$ cat src/rtl/ppo_pkg.sv
`timescale 1ns/1ps
package ppo_pkg;
  parameter int PPO_TS_W = 64;
  parameter int PPO_HP_W = 32;
  parameter int PPO_SYNC = 2;

  typedef logic [PPO_TS_W-1:0] ts_t;
  typedef logic [PPO_HP_W-1:0] hp_t;

  // Start is valid only if it lies strictly ahead of the counter.
  function automatic logic start_in_future(ts_t st, ts_t now);
    return st > now;
  endfunction

  // A scheduled edge is due once the counter has reached or passed it.
  function automatic logic edge_reached(ts_t now, ts_t due_at);
    return now >= due_at;
  endfunction

  // Next due time is exact: previous due time plus one half-period.
  function automatic ts_t advance_edge(ts_t due_at, hp_t hp);
    return due_at + ts_t'(hp);
  endfunction
endpackage

$ cat src/rtl/ppo_sched.sv
`timescale 1ns/1ps
module ppo_sched
  import ppo_pkg::*;
#(
  parameter int TS_W = PPO_TS_W,
  parameter int HP_W = PPO_HP_W
) (
  input  logic            clk,
  input  logic            rst_n,
  input  logic [TS_W-1:0] now,
  input  logic [TS_W-1:0] start_time,
  input  logic [HP_W-1:0] half_period,
  input  logic            start_cmd,
  input  logic            stop_cmd,
  input  logic            hold,
  output logic            level,
  output logic            running,
  output logic [TS_W-1:0] next_edge,
  output logic            start_accept,
  output logic            edge_due
);
  assign start_accept = start_cmd && !stop_cmd && !hold &&
                        start_in_future(start_time, now);
  assign edge_due     = running && edge_reached(now, next_edge);

  always_ff @(posedge clk or negedge rst_n) begin
    if (!rst_n) begin
      running   <= 1'b0;
      level     <= 1'b0;
      next_edge <= '0;
    end else if (stop_cmd || hold) begin
      running <= 1'b0;
      level   <= 1'b0;
    end else if (start_accept) begin
      running   <= 1'b1;
      level     <= 1'b0;
      next_edge <= start_time;
    end else if (edge_due) begin
      level     <= ~level;
      next_edge <= advance_edge(next_edge, half_period);
    end
  end
endmodule

$ cat src/rtl/ppo_capture.sv
`timescale 1ns/1ps
module ppo_capture
  import ppo_pkg::*;
#(
  parameter int TS_W  = PPO_TS_W,
  parameter int STAGES = PPO_SYNC
) (
  input  logic            clk,
  input  logic            rst_n,
  input  logic [TS_W-1:0] now,
  input  logic            enable,
  input  logic            pin_in,
  output logic            cap_event,
  output logic [TS_W-1:0] stamp
);
  localparam int TOP = STAGES - 1;

  logic [STAGES-1:0] sync_q;
  logic              prev_q;

  generate
    if (STAGES == 1) begin : g_one
      always_ff @(posedge clk or negedge rst_n)
        if (!rst_n) sync_q <= '0;
        else        sync_q <= pin_in;
    end else begin : g_chain
      always_ff @(posedge clk or negedge rst_n)
        if (!rst_n) sync_q <= '0;
        else        sync_q <= {sync_q[STAGES-2:0], pin_in};
    end
  endgenerate

  assign cap_event = enable && sync_q[TOP] && !prev_q;

  always_ff @(posedge clk or negedge rst_n) begin
    if (!rst_n) begin
      prev_q <= 1'b0;
      stamp  <= '0;
    end else begin
      prev_q <= sync_q[TOP];
      if (cap_event) stamp <= now;
    end
  end
endmodule

$ cat src/rtl/ppo_pin_unit.sv
`timescale 1ns/1ps
module ppo_pin_unit
  import ppo_pkg::*;
#(
  parameter int TS_W   = PPO_TS_W,
  parameter int HP_W   = PPO_HP_W,
  parameter int STAGES = PPO_SYNC
) (
  input  logic            clk,
  input  logic            rst_n,
  input  logic [TS_W-1:0] clk_now,
  input  logic [TS_W-1:0] start_time,
  input  logic [HP_W-1:0] half_period,
  input  logic            start_cmd,
  input  logic            stop_cmd,
  input  logic            capture_mode,
  input  logic            pin_in,
  output logic            pin_out,
  output logic            pin_oe,
  output logic            running,
  output logic [TS_W-1:0] capture_ts
);
  logic            wave_level;
  logic [TS_W-1:0] next_edge;
  logic            start_accept;
  logic            edge_due;
  logic            cap_event;

  ppo_sched #(.TS_W(TS_W), .HP_W(HP_W)) u_sched (
    .clk(clk), .rst_n(rst_n), .now(clk_now), .start_time(start_time),
    .half_period(half_period), .start_cmd(start_cmd), .stop_cmd(stop_cmd),
    .hold(capture_mode), .level(wave_level), .running(running),
    .next_edge(next_edge), .start_accept(start_accept), .edge_due(edge_due)
  );

  ppo_capture #(.TS_W(TS_W), .STAGES(STAGES)) u_cap (
    .clk(clk), .rst_n(rst_n), .now(clk_now), .enable(capture_mode),
    .pin_in(pin_in), .cap_event(cap_event), .stamp(capture_ts)
  );

  assign pin_oe  = !capture_mode;
  assign pin_out = wave_level && !capture_mode;
endmodule

$ cat config.mk
export PLATFORM = sky130hd
export DESIGN_NAME = ppo_pin_unit
export DESIGN_NICKNAME = d
export VERILOG_FILES = /design/src/rtl/ppo_pkg.sv /design/src/rtl/ppo_sched.sv /design/src/rtl/ppo_capture.sv /design/src/rtl/ppo_pin_unit.sv
export SDC_FILE = /design/constraint.sdc
export NUM_CORES = 1
export LEC_CHECK = 0
export ABC_AREA = 1
export BUFFER_PORTS_ARGS = -buffer_cell sky130_fd_sc_hd__buf_2
export CAP_MARGIN = 20
export CORE_MARGIN = 2
export CORE_UTILIZATION = 40
export CTS_BUF_LIST = sky130_fd_sc_hd__clkbuf_8
export CTS_CLUSTER_SIZE = 40
export DETAILED_ROUTE_END_ITERATION = 6
export GPL_TIMING_DRIVEN = 0
export PLACE_DENSITY = 0.67
export RECOVER_POWER = 50
export SLEW_MARGIN = 0
export SYNTH_ARGS = -nofsm -noshare
export SYNTH_HDL_FRONTEND = slang
export SYNTH_SLANG_ARGS = --single-unit
$ cat constraint.sdc
create_clock -name clk -period 2.6 [get_ports clk]
set_input_delay 0.39 -clock clk [delete_from_list [all_inputs] [get_ports clk]]
set_output_delay 0.39 -clock clk [all_outputs]
set_load 0.005 [all_outputs]
==> results of run 1 <==
[worst min-delay path, stage by stage]
cell and delay, ns:
sky130_fd_sc_hd__buf_2 0.08, sky130_fd_sc_hd__nor2_1 0.06, sky130_fd_sc_hd__nand2_1 0.07, sky130_fd_sc_hd__a21oi_1 0.03
[cell usage after synthesis, types with 2 or more instances]
| cell | number |
|---|---|
| sky130_fd_sc_hd__nand3b_1 | 4 |
| sky130_fd_sc_hd__nor3_2 | 2 |
| sky130_fd_sc_hd__inv_1 | 327 |
| sky130_fd_sc_hd__nand4_1 | 27 |
| sky130_fd_sc_hd__or2_1 | 2 |
| sky130_fd_sc_hd__buf_6 | 18 |
| sky130_fd_sc_hd__nand2_1 | 926 |
| sky130_fd_sc_hd__xor2_1 | 28 |
| sky130_fd_sc_hd__clkbuf_1 | 13 |
| sky130_fd_sc_hd__nor3_1 | 22 |
| sky130_fd_sc_hd__and2_1 | 3 |
| sky130_fd_sc_hd__nor3b_1 | 2 |
| sky130_fd_sc_hd__buf_2 | 8 |
| sky130_fd_sc_hd__xnor2_1 | 2 |
| sky130_fd_sc_hd__o21a_1 | 5 |
| sky130_fd_sc_hd__nand3_1 | 141 |
| sky130_fd_sc_hd__a21o_1 | 3 |
| sky130_fd_sc_hd__nand2_4 | 2 |
| sky130_fd_sc_hd__buf_4 | 7 |
| sky130_fd_sc_hd__nand2_2 | 5 |
| sky130_fd_sc_hd__o21bai_1 | 8 |
| sky130_fd_sc_hd__ha_1 | 160 |
| sky130_fd_sc_hd__nor2_2 | 4 |
| sky130_fd_sc_hd__nor2_1 | 116 |
| sky130_fd_sc_hd__o21ai_0 | 79 |
| sky130_fd_sc_hd__a21oi_1 | 83 |
| sky130_fd_sc_hd__dfrtp_1 | 133 |
[timing repair]
action	CTS	global route
hold endpoints to repair	63	0
cloned	0	5
setup endpoints to repair	64	64
pin swaps	2	25
resized for setup	15	97
buffers inserted	3	20
hold buffers	2	0
[power breakdown]
part	switching [mW]	total, mW	internal (mW)	leakage (nW)
clock	0.965	1.90	0.934	0.202
combinational	4.51	7.19	2.68	7.56
sequential	0.553	3.19	2.64	1.66
total	6.03	12.3	6.25	9.43
[final cells by class]
type	instances	area [um2]	share of cell area, %
Clock buffer	17	234	1.45
Tap cell	442	553	3.42
Inverter	328	1230	7.62
Clock inverter	14	164	1.01
Buffer	47	377	2.33
Multi-Input combinational cell	1637	8760	54.2
Timing Repair Buffer	262	1490	9.23
Sequential cell	133	3350	20.7
[worst max-delay path by stage]
stage / from / end / slack [ns] / cells past startpoint
after floorplan: half_period[0] / u_sched.next_edge[54]$_DFFE_PN0P_ / 0.50 / 17
after global placement: rst_n / u_cap.stamp[27]$_DFFE_PN0P_ / -0.90 / 1
after detailed placement: clk_now[39] / u_sched.next_edge[61]$_DFFE_PN0P_ / -0.44 / 16
after CTS: u_sched.next_edge[0]$_DFFE_PN0P_ / u_sched.next_edge[58]$_DFFE_PN0P_ / 0.006 / 14
after global routing: u_sched.next_edge[57]$_DFFE_PN0P_ / u_sched.next_edge[12]$_DFFE_PN0P_ / -0.10 / 15
final: u_sched.next_edge[58]$_DFFE_PN0P_ / u_sched.next_edge[18]$_DFFE_PN0P_ / 0.06 / 15
[per-stage QoR]
stage	std cells	hold WS, ns	cell area [um2]
2_1_floorplan	2144	0.0944	13300
4_1_cts	2855	0.104	15600
5_1_grt	2880	0.146	16200
3_5_place_dp	2819	0.338	15100
6_report	2880	0.138	16200
3_3_place_gp	2818	0.338	15000
[cell families (layout without fill, tap and decap cells)]
family,count (synthesis),after routing
fa+ha+maj,161,161
buf+inv,375,668
compound gates,184,184
flops,133,133
xor+xnor,30,30
simple gates,1261,1262
[registers in the layout, indices dropped and copies added (netlist names)]
| register | count |
|---|---|
| u_cap.sync_q | 2 |
| u_sched.running | 1 |
| u_cap.prev_q | 1 |
| u_sched.next_edge | 64 |
| u_cap.stamp | 64 |
| u_sched.level | 1 |
[metal layers]
metal / share of wire (%) / wire length, um / vias up / global-route usage [%]
met3: 4.7 / 2250 / 83 / 4.16
li1: - / - / 7276 / -
met4: 4.0 / 1920 / 0 / 11.3
met5: 0 / 0 / - / 0
met2: 46 / 22000 / 381 / 45.3
met1: 45 / 21500 / 6557 / 35.5
==> Flow_metrics.wiki, run 1 <==
{| class="wikitable"
! Metric !! Value
|-
| Worst R2R Start || u_sched.next_edge[58]$_DFFE_PN0P_
|-
| Buffer and inverter count on the worst path || 4
|-
| Top delay family on crit path || simple AND/OR/NAND/NOR gates
|-
| Critical path start-end classification || flip-flop to flip-flop
|-
| Post-route worst setup slack || about 0.059 ns
|-
| CP Capture Type || flip-flop
|-
| Total DRC errors in the routed layout || 0
|-
| Maximum vdd drop || 0.339 mV
|-
| Largest fanout on the critical path || 10
|-
| Iter 0 DRT Violations || ~800
|-
| Cell with the largest stage delay on the worst path || sky130_fd_sc_hd__dfrtp_1
|-
| HPWL after detailed placement || between 30000 and 40000 um
|-
| Worst-case reg-to-reg path depth || 15
|-
| Clock input transition at the sequential cells of the worst setup and hold paths || 0.09 ns
|-
| Mux cell area share after synthesis || 0%
|-
| Slowest Stage Delay on Critical Path || between 0.4 and 0.5 ns
|-
| Clock buffer count from CTS || 17
|-
| Share of synthesized area occupied by flip-flops and latches || about a quarter
|-
| Routed via count divided by cell count || just under 5
|-
| Setup total negative slack || 0 ns
|-
| Number of warning messages in the yosys log || 0
|-
| Fraction of the mapped netlist area in compound gates || about 7.4%
|-
| First-pass iteration count of the detailed router || 5
|-
| Highest-count cells in the layout ignoring fill and taps || sky130_fd_sc_hd__nand2_1 (893), sky130_fd_sc_hd__inv_1 (321), sky130_fd_sc_hd__buf_2 (236)
|-
| RSZ-0062 raised after global routing || yes
|-
| Simple-gate share of the synthesized area || a little under 40%
|-
| Endpoint of the worst-slack reg-to-reg timing path || u_sched.next_edge[18]$_DFFE_PN0P_
|-
| Startpoint of the lowest-slack hold path || stop_cmd
|-
| Standard cell core area || approximately 33000 um2
|-
| Min Tclk post-route || between 2 and 3 ns
|-
| Fmax || a little under 400 MHz
|-
| Area share of the largest cell type after synthesis || 26.1%
|-
| I/O pin count || approximately 230
|-
| # nets final || roughly 2800
|-
| Average cell area after synthesis || 6.20 um2
|-
| Weighted congestion at the end of routability-driven global placement || 0.931
|-
| Violated checks || max-capacitance violations, max-slew violations
|-
| Routed via count || between 10000 and 15000
|-
| FILL cells || about 3400
|-
| Setup violation total in the final timing report || 0
|-
| WL/cell || ~17 um
|-
| WHS Endpoint || u_sched.level$_DFFE_PN0P_
|-
| Initial antenna violation count || 0
|-
| Row cnt || between 60 and 70
|-
| Pin count of the biggest net entering global routing || 72
|-
| Depth of the worst hold-timing path || 4
|-
| Flop and latch count out of synthesis || 133
|-
| Die Area || between 30000 and 40000 um2
|-
| Vertical extent of the die || between 150 and 200 um
|-
| Cells along the critical path || inv_2 -> ha_4 -> nand2_2 -> nor2_4 -> nand2_4 -> nor4_4 -> buf_4 -> nand2_4 -> nor2_4 -> a21oi_4 -> o21ai_4 -> buf_12 -> buf_6 -> nand2_1 -> nand2_1
|-
| Buffer cell driving the clock tree root || sky130_fd_sc_hd__clkbuf_8
|-
| Cell Pwr Density || 760 nW/um2
|-
| Post-Synthesis Cells || between 2000 and 2500
|-
| Final hold violation count || 0
|-
| Data arrival time of the worst path || roughly 3.0 ns
|-
| Htree depth || 4
|-
| Starting density of the core || 40.8%
|-
| Area contributors post-synth || sky130_fd_sc_hd__nand2_1 (26%), sky130_fd_sc_hd__dfrtp_1 (25%), sky130_fd_sc_hd__ha_1 (15%)
|-
| Clock tree from TritonCTS || done
|-
| Setup Slack @ Placement || -0.443 ns
|-
| Post-Synthesis Net Count || 2471
|-
| Remaining global-route overflow || 0
|-
| Netlist area before placement || 13300 um2
|-
| Combined global-route utilization of all metal layers || about 27%
|-
| Quantity of I/O buffers inserted on ports || roughly 230
|-
| Number of enable flip-flop cells after synthesis || 0
|-
| Synthesized-area fraction occupied by xor and xnor cells || under 10%
|-
| Share of synthesized flip-flops with an asynchronous set or reset || 100%
|-
| Clock latency at the later pin of the worst-skew pair || roughly 0.52 ns
|-
| Adder-cell area share of the yosys netlist || 15.2%
|-
| Relative slew slack || -20.8%
|-
| Vias in the first global route || around 14000
|-
| R2R Setup Slk || about 0.059 ns
|-
| Leakage component of the power || around 9.4 nW
|-
| Fin util || around 50%
|-
| Clock skew || between 0.015 and 0.02 ns
|-
| CTS max path bufs || 2
|-
| Residual antenna-violating net count after detailed routing || 0
|-
| Overall Power || 12.3 mW
|-
| Result of the run || finished, violations left
|-
| Cell type with the highest aggregate area in the netlist || sky130_fd_sc_hd__nand2_1
|-
| Share of the clock period used by the worst path || roughly 100%
|-
| Worst-margin pin slew || approximately 1.8 ns
|-
| Global-route wire length before repair || 74300 um
|-
| Number of max-cap violations || 1
|-
| Number of antenna cells inserted || 0
|-
| Number of distinct standard cells referenced by the synthesized netlist || around 40
|-
| Layout area overhead || 21.4%
|-
| Startpoint Class || flip-flop
|-
| Largest family of logic cells by synthesized area || simple AND/OR/NAND/NOR gates
|-
| Layout cell share with drive strength beyond 1 || approximately 18%
|-
| Count of clock tree sinks || 133
|-
| Required time of the critical path || around 3.1 ns
|-
| Total wire length || 47700 um
|-
| Path category of the worst min-delay check || input port to flip-flop
|-
| Primary FF master, synth || sky130_fd_sc_hd__dfrtp_1
|-
| Total count of max-transition violations in the final report || 63
|-
| Commonest non-fill, non-tap cell in the layout || sky130_fd_sc_hd__nand2_1
|-
| Die W || around 190 um
|}
(Power assumes the default switching activity.)
==> run 2: changes to the inputs <==
--- a/config.mk
+++ b/config.mk
@@ -10,7 +10,6 @@
 export CAP_MARGIN = 20
 export CORE_MARGIN = 2
 export CORE_UTILIZATION = 40
-export CTS_BUF_LIST = sky130_fd_sc_hd__clkbuf_8
 export CTS_CLUSTER_SIZE = 40
 export DETAILED_ROUTE_END_ITERATION = 6
 export GPL_TIMING_DRIVEN = 0
==> run 2 against run 1 <==
  * Largest cell class unchanged
  * Critical path depth decreased by 1
  * Wire length grew 0.72%
  * Sequential power barely moved
  * Largest power group unchanged
  * The flow still finishes with violations (max-capacitance violations, max-slew violations)
  * Clock power grew 34%
  * Maximum frequency decreased by 0.96%
==> Flow_metrics.wiki, run 2 (synthesis results as in run 1) <==
{| class="wikitable"
! Metric !! Value
|-
| Result of the run || finished, violations left
|-
| Violated checks || max-capacitance violations, max-slew violations
|-
| HPWL after detailed placement || between 30000 and 40000 um
|-
| Clock tree from TritonCTS || done
|-
| Iter 0 DRT Violations || around 800
|-
| Min Tclk post-route || between 2 and 3 ns
|-
| Vias in the first global route || approximately 14000
|-
| Starting density of the core || between 40% and 50%
|-
| Combined global-route utilization of all metal layers || a little over a quarter
|-
| Required time of the critical path || around 3 ns
|-
| Largest registers ranked by flip-flop count || u_cap.stamp x64, u_sched.next_edge x64, u_cap.sync_q x2
|-
| Quantity of I/O buffers inserted on ports || ~230
|-
| Final hold violation count || 0
|-
| Count of clock tree sinks || about 130
|-
| First-pass iteration count of the detailed router || 5
|-
| I/O pin count || approximately 230
|-
| Die W || between 150 and 200 um
|-
| Cell area after placement || between 15000 and 20000 um2
|-
| Clock skew || around 0.011 ns
|-
| Pin count of the biggest net entering global routing || 72
|-
| Initial antenna violation count || 0
|-
| Layout cell share with drive strength beyond 1 || 17.1%
|-
| Global-route wire length before repair || 74400 um
|-
| Startpoint Class || flip-flop
|-
| Critical path start-end classification || flip-flop to flip-flop
|-
| Setup violation total in the final timing report || 0
|-
| Htree depth || 4
|-
| Clock input transition at the sequential cells of the worst setup and hold paths || approximately 0.06 ns
|-
| Leakage component of the power || about 9.5 nW
|-
| Clock latency at the later pin of the worst-skew pair || roughly 0.46 ns
|-
| Routed via count || around 14000
|-
| Highest-count cells in the layout ignoring fill and taps || sky130_fd_sc_hd__nand2_1 (902), sky130_fd_sc_hd__inv_1 (318), sky130_fd_sc_hd__buf_2 (215)
|-
| # nets final || between 2000 and 3000
|-
| Remaining global-route overflow || 0
|-
| CP Capture Type || flip-flop
|-
| Fmax || 390 MHz
|-
| Number of max-cap violations || 1
|-
| Number of antenna cells inserted || 0
|-
| Standard cell core area || between 30000 and 40000 um2
|-
| Largest fanout on the critical path || 5
|-
| Relative slew slack || -20.1%
|-
| Total wire length || between 40000 and 50000 um
|-
| Vertical extent of the die || 186 um
|-
| Total count of max-transition violations in the final report || between 60 and 70
|-
| Setup total negative slack || 0 ns
|-
| Cell Pwr Density || 790 nW/um2
|-
| WL/cell || approximately 17 um
|-
| Worst-margin pin slew || roughly 1.8 ns
|-
| FILL cells || 3394
|-
| Commonest non-fill, non-tap cell in the layout || sky130_fd_sc_hd__nand2_1
|-
| Path category of the worst min-delay check || input port to flip-flop
|-
| Clock buffer count from CTS || 17
|-
| Routed via count divided by cell count || about 5.0
|-
| Weighted congestion at the end of routability-driven global placement || between 0.9 and 1
|-
| Post-route worst setup slack || 0.0344 ns
|-
| Layout area overhead || 23.7%
|-
| CTS max path bufs || 2
|-
| Finished layout cell area || 16500 um2
|-
| Residual antenna-violating net count after detailed routing || 0
|-
| Total DRC errors in the routed layout || 0
|-
| Buffer cell driving the clock tree root || sky130_fd_sc_hd__clkbuf_16
|-
| Data arrival time of the worst path || ~3 ns
|-
| Die Area || approximately 35000 um2
|-
| Setup Slack @ Placement || -0.443 ns
|-
| Row cnt || 66
|-
| R2R Setup Slk || about 0.034 ns
|-
| Share of the clock period used by the worst path || between 90 and 100%
|-
| Maximum vdd drop || approximately 0.50 mV
|}
-- run 2: critical path, cell delays in order (launching register included) --
cell	delay, ns
sky130_fd_sc_hd__dfrtp_2	0.41
sky130_fd_sc_hd__inv_1	0.10
sky130_fd_sc_hd__ha_1	0.32
sky130_fd_sc_hd__nand4_1	0.15
sky130_fd_sc_hd__nor3_2	0.30
sky130_fd_sc_hd__nand2_1	0.09
sky130_fd_sc_hd__nand2_1	0.08
sky130_fd_sc_hd__nand2_2	0.08
sky130_fd_sc_hd__nand2_2	0.12
sky130_fd_sc_hd__a21oi_4	0.06
sky130_fd_sc_hd__o21ai_4	0.28
sky130_fd_sc_hd__clkbuf_16	0.24
sky130_fd_sc_hd__clkbuf_16	0.14
sky130_fd_sc_hd__nand2_1	0.06
sky130_fd_sc_hd__nand2_1	0.06
-- run 2: final timing paths --
check                                                  start  cells past startpoint                                end
max in group asynchronous                              rst_n                      2  u_sched.next_edge[33]$_DFFE_PN0P_
hold reg to reg                    u_cap.sync_q[0]$_DFF_PN0_                      0          u_cap.sync_q[1]$_DFF_PN0_
hold / removal                                        pin_in                      1          u_cap.sync_q[0]$_DFF_PN0_
setup reg to reg           u_sched.next_edge[47]$_DFFE_PN0P_                     14  u_sched.next_edge[47]$_DFFE_PN0P_
min in group asynchronous                              rst_n                      2        u_cap.stamp[59]$_DFFE_PN0P_
setup / recovery           u_sched.next_edge[47]$_DFFE_PN0P_                     14  u_sched.next_edge[47]$_DFFE_PN0P_
-- run 2: area by class of cell --
cell class / count / area, um2 / area share [%]
well taps: 442 / 553 / 3.36
clock buffers: 18 / 429 / 2.61
multi-input cells: 1637 / 8740 / 53.1
flip-flops and latches: 133 / 3350 / 20.3
clock inverters: 13 / 160 / 0.973
plain buffers: 47 / 385 / 2.34
repair buffers: 275 / 1610 / 9.80
inverters: 328 / 1230 / 7.48
-- run 2: timing repair --
item / in CTS / in global routing
gates resized for setup: 16 / 94
hold endpoints to repair: 62 / 0
hold buffers: 1 / 0
gates cloned: 0 / 8
setup endpoints to repair: 64 / 64
pin swaps: 2 / 15
buffers inserted: 3 / 31
-- run 2: metrics by stage --
step           hold slack, ns  instances  utilization, %  power (mW)
2_1_floorplan          0.0944       2144               -        7.76
3_3_place_gp            0.338       2818            46.0        9.63
3_5_place_dp            0.338       2819            46.1        9.81
4_1_cts                0.0241       2854            48.3        12.5
5_1_grt                0.0291       2893            50.5        14.2
6_report               0.0415       2893            50.5        13.0
-- run 2: power by group --
part | total, mW | switching, mW | internal, mW | leakage, nW
clock network | 2.55 | 1.05 | 1.50 | 0.285
registers | 3.19 | 0.541 | 2.65 | 1.66
logic | 7.27 | 4.54 | 2.73 | 7.56
-- run 2: routing by layer --
layer / track usage (%) / part of all wire (%) / vias up
met1: 35.5 / 46 / 6632
li1: - / - / 7299
met2: 45.8 / 47 / 374
met4: 10.9 / 3.1 / 0
met3: 4.14 / 4.7 / 78
met5: 0 / 0 / -
